File: src/rtl/bsm_pkg.sv
package bsm_pkg;
   localparam int DEF_NUM_CH    = 8;
   localparam int DEF_TAPS      = 28;
   localparam int DEF_FRAME_LEN = 64;

   // magnitude width able to hold 0..taps
   function automatic int mag_width(input int taps);
      return $clog2(taps + 1);
   endfunction
endpackage

File: src/rtl/bsm_frame_timer.sv
module bsm_frame_timer #(
   parameter int FRAME_LEN = bsm_pkg::DEF_FRAME_LEN
) (
   input  logic clk,
   input  logic rst,
   input  logic sample_en,
   input  logic sync_in,
   output logic frame_end
);
   localparam int CNT_W = (FRAME_LEN > 2) ? $clog2(FRAME_LEN) : 1;
   localparam logic [CNT_W-1:0] LAST = CNT_W'(FRAME_LEN - 1);

   if (FRAME_LEN < 2) begin : g_bad_len
      $error("FRAME_LEN must be at least 2");
   end

   logic [CNT_W-1:0] cnt_q;

   assign frame_end = sample_en && (sync_in || cnt_q == LAST);

   always_ff @(posedge clk) begin
      if (rst)            cnt_q <= '0;
      else if (frame_end) cnt_q <= '0;
      else if (sample_en) cnt_q <= cnt_q + 1'b1;
   end


   cnt_range_chk: assert property (@(posedge clk) disable iff (rst) cnt_q <= LAST);

   cnt_idle_chk: assert property (@(posedge clk) disable iff (rst)
      !sample_en |=> $stable(cnt_q));
endmodule

File: src/rtl/bsm_boxcar.sv
module bsm_boxcar #(
   parameter int TAPS    = bsm_pkg::DEF_TAPS,
   parameter bit RECOUNT = 1'b0
) (
   input  logic clk,
   input  logic rst,
   input  logic sample_en,
   input  logic bit_in,
   output logic [bsm_pkg::mag_width(TAPS)-1:0] mag_next
);
   localparam int MAG_W = bsm_pkg::mag_width(TAPS);
   localparam int SUM_W = MAG_W + 1;

   if (TAPS < 2 || (TAPS % 2) != 0) begin : g_bad_taps
      $error("TAPS must be even and at least 2");
   end

   logic [TAPS-1:0]         dl_q;
   logic [TAPS-1:0]         dl_nx;
   logic signed [SUM_W-1:0] sum_nx;
   logic signed [SUM_W-1:0] sum_neg;

   assign dl_nx = {dl_q[TAPS-2:0], bit_in};

   always_ff @(posedge clk) begin
      if (rst) begin
         for (int i = 0; i < TAPS; i++) dl_q[i] <= 1'(i % 2);
      end else if (sample_en) begin
         dl_q <= dl_nx;
      end
   end

   if (RECOUNT) begin : g_recount
      logic [MAG_W-1:0] ones;
      logic [SUM_W:0]   twice;
      always_comb begin
         ones = '0;
         for (int i = 0; i < TAPS; i++) ones = ones + MAG_W'(dl_nx[i]);
         twice  = {1'b0, ones, 1'b0} - (SUM_W + 1)'(TAPS);
         sum_nx = twice[SUM_W-1:0];
      end
   end else begin : g_running
      logic signed [SUM_W-1:0] sum_q;
      logic signed [SUM_W-1:0] delta;
      always_comb begin
         case ({bit_in, dl_q[TAPS-1]})
            2'b10:   delta = SUM_W'(2);
            2'b01:   delta = -SUM_W'(2);
            default: delta = '0;
         endcase
         sum_nx = sum_q + delta;
      end
      always_ff @(posedge clk) begin
         if (rst)            sum_q <= '0;
         else if (sample_en) sum_q <= sum_nx;
      end
   end

   assign sum_neg  = -sum_nx;
   assign mag_next = sum_nx[SUM_W-1] ? sum_neg[MAG_W-1:0] : sum_nx[MAG_W-1:0];


   sum_range_chk: assert property (@(posedge clk) disable iff (rst)
      (sum_nx <= SUM_W'(TAPS)) && (sum_nx >= -SUM_W'(TAPS)));

   sum_even_chk: assert property (@(posedge clk) disable iff (rst) sum_nx[0] == 1'b0);

   dl_idle_chk: assert property (@(posedge clk) disable iff (rst)
      !sample_en |=> $stable(dl_q));
endmodule

File: src/rtl/bsm_peak_hold.sv
module bsm_peak_hold #(
   parameter int MAG_W = 5
) (
   input  logic             clk,
   input  logic             rst,
   input  logic             sample_en,
   input  logic             frame_end,
   input  logic [MAG_W-1:0] mag,
   output logic [MAG_W-1:0] peak_q
);
   logic [MAG_W-1:0] work_q;
   logic [MAG_W-1:0] cand;

   assign cand = (mag > work_q) ? mag : work_q;

   always_ff @(posedge clk) begin
      if (rst) begin
         work_q <= '0;
         peak_q <= '0;
      end else if (sample_en) begin
         if (frame_end) begin
            peak_q <= cand;
            work_q <= '0;
         end else begin
            work_q <= cand;
         end
      end
   end


   work_clear_chk: assert property (@(posedge clk) disable iff (rst)
      frame_end |=> work_q == '0);

   work_mono_chk: assert property (@(posedge clk) disable iff (rst)
      (sample_en && !frame_end) |=> work_q >= $past(work_q));

   peak_hold_chk: assert property (@(posedge clk) disable iff (rst)
      !frame_end |=> $stable(peak_q));
endmodule

File: src/rtl/bitstream_peak_meter.sv
module bitstream_peak_meter #(
   parameter int NUM_CH    = bsm_pkg::DEF_NUM_CH,
   parameter int TAPS      = bsm_pkg::DEF_TAPS,
   parameter int FRAME_LEN = bsm_pkg::DEF_FRAME_LEN,
   parameter bit RECOUNT   = 1'b0
) (
   input  logic                                           clk,
   input  logic                                           rst,
   input  logic                                           sample_en,
   input  logic [NUM_CH-1:0]                              data_in,
   input  logic                                           sync_in,
   output logic [NUM_CH*bsm_pkg::mag_width(TAPS)-1:0]     peak_out,
   output logic                                           peak_valid
);
   localparam int PEAK_W = bsm_pkg::mag_width(TAPS);

   if (NUM_CH < 1) begin : g_bad_ch
      $error("NUM_CH must be at least 1");
   end

   logic frame_end;

   bsm_frame_timer #(.FRAME_LEN(FRAME_LEN)) i_timer (
      .clk       (clk),
      .rst       (rst),
      .sample_en (sample_en),
      .sync_in   (sync_in),
      .frame_end (frame_end)
   );

   for (genvar c = 0; c < NUM_CH; c++) begin : g_ch
      logic [PEAK_W-1:0] mag;

      bsm_boxcar #(.TAPS(TAPS), .RECOUNT(RECOUNT)) i_boxcar (
         .clk       (clk),
         .rst       (rst),
         .sample_en (sample_en),
         .bit_in    (data_in[c]),
         .mag_next  (mag)
      );

      bsm_peak_hold #(.MAG_W(PEAK_W)) i_hold (
         .clk       (clk),
         .rst       (rst),
         .sample_en (sample_en),
         .frame_end (frame_end),
         .mag       (mag),
         .peak_q    (peak_out[c*PEAK_W +: PEAK_W])
      );


      peak_scale_chk: assert property (@(posedge clk) disable iff (rst)
         peak_out[c*PEAK_W +: PEAK_W] <= PEAK_W'(TAPS));
   end

   always_ff @(posedge clk) begin
      if (rst) peak_valid <= 1'b0;
      else     peak_valid <= frame_end;
   end


   valid_src_chk: assert property (@(posedge clk) disable iff (rst)
      peak_valid |-> $past(sample_en));

   reset_clear_chk: assert property (@(posedge clk)
      rst |=> (peak_valid == 1'b0) && (peak_out == '0));
endmodule

File: config.mk
export PLATFORM = sky130hd
export DESIGN_NAME = bitstream_peak_meter
export DESIGN_NICKNAME = d
export VERILOG_FILES = /design/src/rtl/bsm_pkg.sv /design/src/rtl/bsm_frame_timer.sv /design/src/rtl/bsm_boxcar.sv /design/src/rtl/bsm_peak_hold.sv /design/src/rtl/bitstream_peak_meter.sv
export SDC_FILE = /design/constraint.sdc
export NUM_CORES = 1
export LEC_CHECK = 0
export BUFFER_PORTS_ARGS = -buffer_cell sky130_fd_sc_hd__buf_2
export CAP_MARGIN = 40
export CORE_AREA = 2 2 243 304
export CTS_CLUSTER_DIAMETER = 80
export DETAILED_ROUTE_END_ITERATION = 7
export DIE_AREA = 0 0 245 306
export PLACE_DENSITY = 0.45
export SLEW_MARGIN = 30
export SYNTH_ARGS = -nofsm -noshare
export SYNTH_HDL_FRONTEND = slang
export SYNTH_HIERARCHICAL = 1
export SYNTH_SLANG_ARGS = --single-unit
export TNS_END_PERCENT = 1
File: constraint.sdc
create_clock -name clk -period 4.2 [get_ports clk]
set_input_delay 0.42 -clock clk [delete_from_list [all_inputs] [get_ports clk]]
set_output_delay 0.42 -clock clk [all_outputs]
set_load 0.02 [all_outputs]
==> impl_results.md <==
- First-pass GRT wire length: 61310 um
- Clock latency on the worst-skew pair: 0.55 ns
- R2r endpoint: g_ch[7].i_hold/work_q[0]
- Critical Path AT: between 4 and 5 ns
- Final TNS setup: 0 ns
- Multi-input gate area: a little under 10000 um2
- LEAKAGE: 8.154 nW
- R2R cell count: 14
- GP Congestion: 0.7748
- Ys flop type: dfxtp_1
- Std-Cell Rows: 110
- H-tree depth: 2
- Buf+Inv Stages, Crit Path: 1
- Mapped cell area: 17860 um2
- Die Wd: 245 um
- Hold path depth: 3
- HP Class: in2reg
- Root buffer cell: clkbuf_16
- Post-DRT Antenna Nets: 0
- Post-route setup slack: slightly above 0.4 ns
- Overall die area: roughly 75000 um2
- Post-CTS Setup Bufs: 0
- VDD IR max: between 0.3 and 0.4 mV
- Layout area overhead: 12.38%
- Max Freq: 263.8 MHz
- Port Buf Inserts: 52
- Post-DP Area: 18690 um2
- Rel. slew slack: 0.4807
- Seq cells post-synth: 351
- Sequential Area: 7027 um2
- Logic pwr share: 0.334
- I/O pins: 53
- Initial antenna violation count: 0
- Crit Path Class: reg2reg
- TritonCTS clock tree: yes
- GRT Total Usage: 0.09585
- Clock Sinks: 351
- Design area: 20070 um2
- Cells along the critical path: ha_1 > inv_1 > ha_1 > ha_1 > nand2_1 > o311ai_1 > nand2_1 > o31ai_1 > ha_1 > o21a_1 > o31ai_2 > a21oi_2 > or3b_2 > a31oi_1
- Slowest cell delay on critical path: ~0.5 ns
- Vias in the first global route: 12700
- FILL cells: 7531
- Largest net degree at the start of global routing: 153
- Yosys cell types: 55
- Worst hold start: data_in[3]
- Worst slack, placed: 0.1439 ns
- Initial DRC count: 675
- Initial Util: 0.2481
- Fin. max-slew vios: 0
- Buffer depth of the longest clock path: 3
- Grt ovf: 0
- Post-Route WL: 36050 um
- Detailed Place HPWL: 22900 um
- Seq pwr share: 0.349
- Post-synth EDFFs: 0
- Top delay family on crit path: compound AO/OA/AOI/OAI gates
- Clock share of power: 0.317
- Seq/Total Area, Yosys: 0.3935
- Final worst path period share: 0.9025
- Skew final: between 0.01 and 0.015 ns
- Inserted Clock Buffers: 41
- Cells after Synth: 1922
- Reported net switching power: 0.003830 W
- Fin nets: slightly below 2000
- Hold Path End: g_ch[3].i_boxcar/dl_q[0]
- Cell internal pwr: 0.007673 W
- Reg2Reg Setup Slack: 0.41 ns
- Syn_nets: 2015
- Synth warn: 6
- Vias per std cell: 4.589
- Iteration count of the initial detailed-routing pass: 5
- Ys async rst share: 0
- CP endpoint kind: flop
- Pwr dens: between 500 and 600 nW/um2
- Required @ worst endpoint: 4.66 ns
- Worst r2r src: g_ch[7].i_boxcar/dl_q[27]
- Slew @ Worst Pin: 0.7790 ns
- CORE AREA: 71980 um2
- Via count: 13130
- Most frequent CP cell: ha_1
- Sw frac: 0.3330
- RSZ-0062 raised after global routing: false
- Routed len/inst: 12.60 um
- Minimum clock period: 3.791 ns
- Clk slew on worst S/H paths: 0.06 ns
- Layout cells sized above 1: 0.1006
- CP max stage cell: or3b_2
- Final hold vios: 0
- Max Cap Viol: 0
- DRC: 0
- Mean post-synth cell area: between 9 and 10 um2
- Critical path peak fanout: 12
- Hold_ws: 0.1275 ns
- Die Y: around 310 um
- Type of origin of the critical path: flop
- Final setup fails: 0
- Outcome: completed
## state kept, by name, summed over array words and instances (netlist names)
signal	flops
i_timer/cnt_q	6
g_ch.i_hold/work_q	40
g_ch.i_hold/peak_q	40
peak_valid	1
g_ch.i_boxcar/dl_q	224
g_ch.i_boxcar/g_running.sum_q	40
## placed cells by master (no fill, tap or decap), types with 9 or more instances in the layout
cell / synthesis / layout
nor2_1: 217 / 217
o31ai_1: 9 / 9
xor2_1: 32 / 32
o22ai_1: 9 / 9
o21bai_1: 10 / 10
a31oi_1: 40 / 40
nor4b_1: 9 / 9
o21ai_0: 26 / 26
buf_4: 24 / 18
nor2b_4: 9 / 9
or3_1: 40 / 40
inv_1: 97 / 97
nand3_1: 50 / 50
xnor2_1: 16 / 16
o211ai_1: 18 / 18
ha_1: 81 / 81
nor2b_1: 32 / 32
and2_1: 105 / 104
a21oi_1: 41 / 41
a211o_1: 120 / 120
nand2_1: 35 / 35
dfxtp_1: 351 / 351
a211oi_1: 56 / 56
nand2b_1: 51 / 51
clkbuf_16: 0 / 43
mux2i_1: 168 / 168
buf_2: 32 / 50
## layout make-up
| cell class | count | share of cell area |
|---|---|---|
| clock inverter | 11 | 0.009166 |
| sequential | 351 | 0.3502 |
| timing repair buffer | 73 | 0.02369 |
| multi-input combinational | 1320 | 0.4803 |
| tap | 952 | 0.05936 |
| clock buffer | 56 | 0.05905 |
| antenna | 1 | 0.0001247 |
| inverter | 97 | 0.01814 |
## synthesized netlist by cell type (10+ instances only)
cell	number	area share
nand2_1	35	0.0074
ha_1	81	0.057
nand2b_1	51	0.018
buf_4	24	0.010
xor2_1	32	0.016
nor2b_1	32	0.011
o21ai_0	26	0.0073
a31oi_1	40	0.014
a21oi_1	41	0.011
buf_1	24	0.0050
mux2i_1	168	0.094
xnor2_1	16	0.0078
buf_2	32	0.0090
clkbuf_1	57	0.012
o211ai_1	18	0.0076
a211o_1	120	0.059
or3_1	40	0.014
a211oi_1	56	0.024
and2_1	105	0.037
dfxtp_1	351	0.39
nand3_1	50	0.014
nor2_1	217	0.046
buf_6	17	0.011
o21bai_1	10	0.0042
inv_1	97	0.020
## cell families after synthesis
kind of cell,after synthesis,share of synthesized area
other cells,8,0.001682
compound gates,412,0.1786
simple gates,603,0.1845
flops,351,0.3935
mux,168,0.09418
xor+xnor,48,0.02354
fa+ha+maj,81,0.05676
buf+inv,251,0.06720
## how the worst max path moves through the flow
| stage | start | endpoint | slack, ns | cells past startpoint |
|---|---|---|---|---|
| 2_1_floorplan | data_in[0] | g_ch[0].i_hold/work_q[2] | 0.79 | 16 |
| 3_3_place_gp | data_in[6] | g_ch[6].i_hold/peak_q[3] | 0.21 | 16 |
| 3_5_place_dp | data_in[6] | g_ch[6].i_hold/work_q[0] | 0.14 | 16 |
| 4_1_cts | g_ch[6].i_boxcar/dl_q[27] | g_ch[6].i_hold/work_q[0] | 0.41 | 14 |
| 5_1_grt | g_ch[2].i_boxcar/dl_q[27] | g_ch[2].i_hold/work_q[0] | 0.05 | 14 |
| 6_report | g_ch[7].i_boxcar/dl_q[27] | g_ch[7].i_hold/work_q[0] | 0.41 | 14 |
## timing repair
action,in CTS,in global routing
resized for setup,0,1
hold endpoints to repair,0,0
setup endpoints to repair,0,2
hold buffers,0,0
## worst register-to-register path, cell delays in order (launching register included)
cell,delay (ns)
dfxtp_1,0.33
ha_1,0.27
inv_1,0.06
ha_1,0.19
ha_1,0.29
nand2_1,0.11
o311ai_1,0.38
nand2_1,0.16
o31ai_1,0.45
ha_1,0.33
o21a_1,0.19
o31ai_2,0.08
a21oi_2,0.22
or3b_2,0.49
a31oi_1,0.17
## metrics by stage
stage	total power [W]	std cells	util
6_report	0.01150	2861	0.2788
5_1_grt	0.01236	2860	0.2787
4_1_cts	0.01171	2860	0.2786
3_5_place_dp	0.007907	2793	0.2596
3_3_place_gp	0.007829	2793	0.2596
2_1_floorplan	0.007443	1922	-
## routing by layer
layer,vias to the layer above,track usage,part of all wire
li1,6711,-,-
met1,6204,0.1176,0.47
met2,149,0.1621,0.46
met3,66,0.02407,0.043
met4,0,0.03332,0.025
met5,-,0,0
## power groups by stage
stage               clock network (W)  registers [W]  logic (W)
floorplan                           0        0.00400    0.00344
global placement                    0        0.00407    0.00376
detailed placement                  0        0.00409    0.00382
CTS                           0.00384        0.00402    0.00386
global route                  0.00396        0.00408    0.00432
finish                        0.00364        0.00402    0.00384
Power figures use the tool's default switching activity.
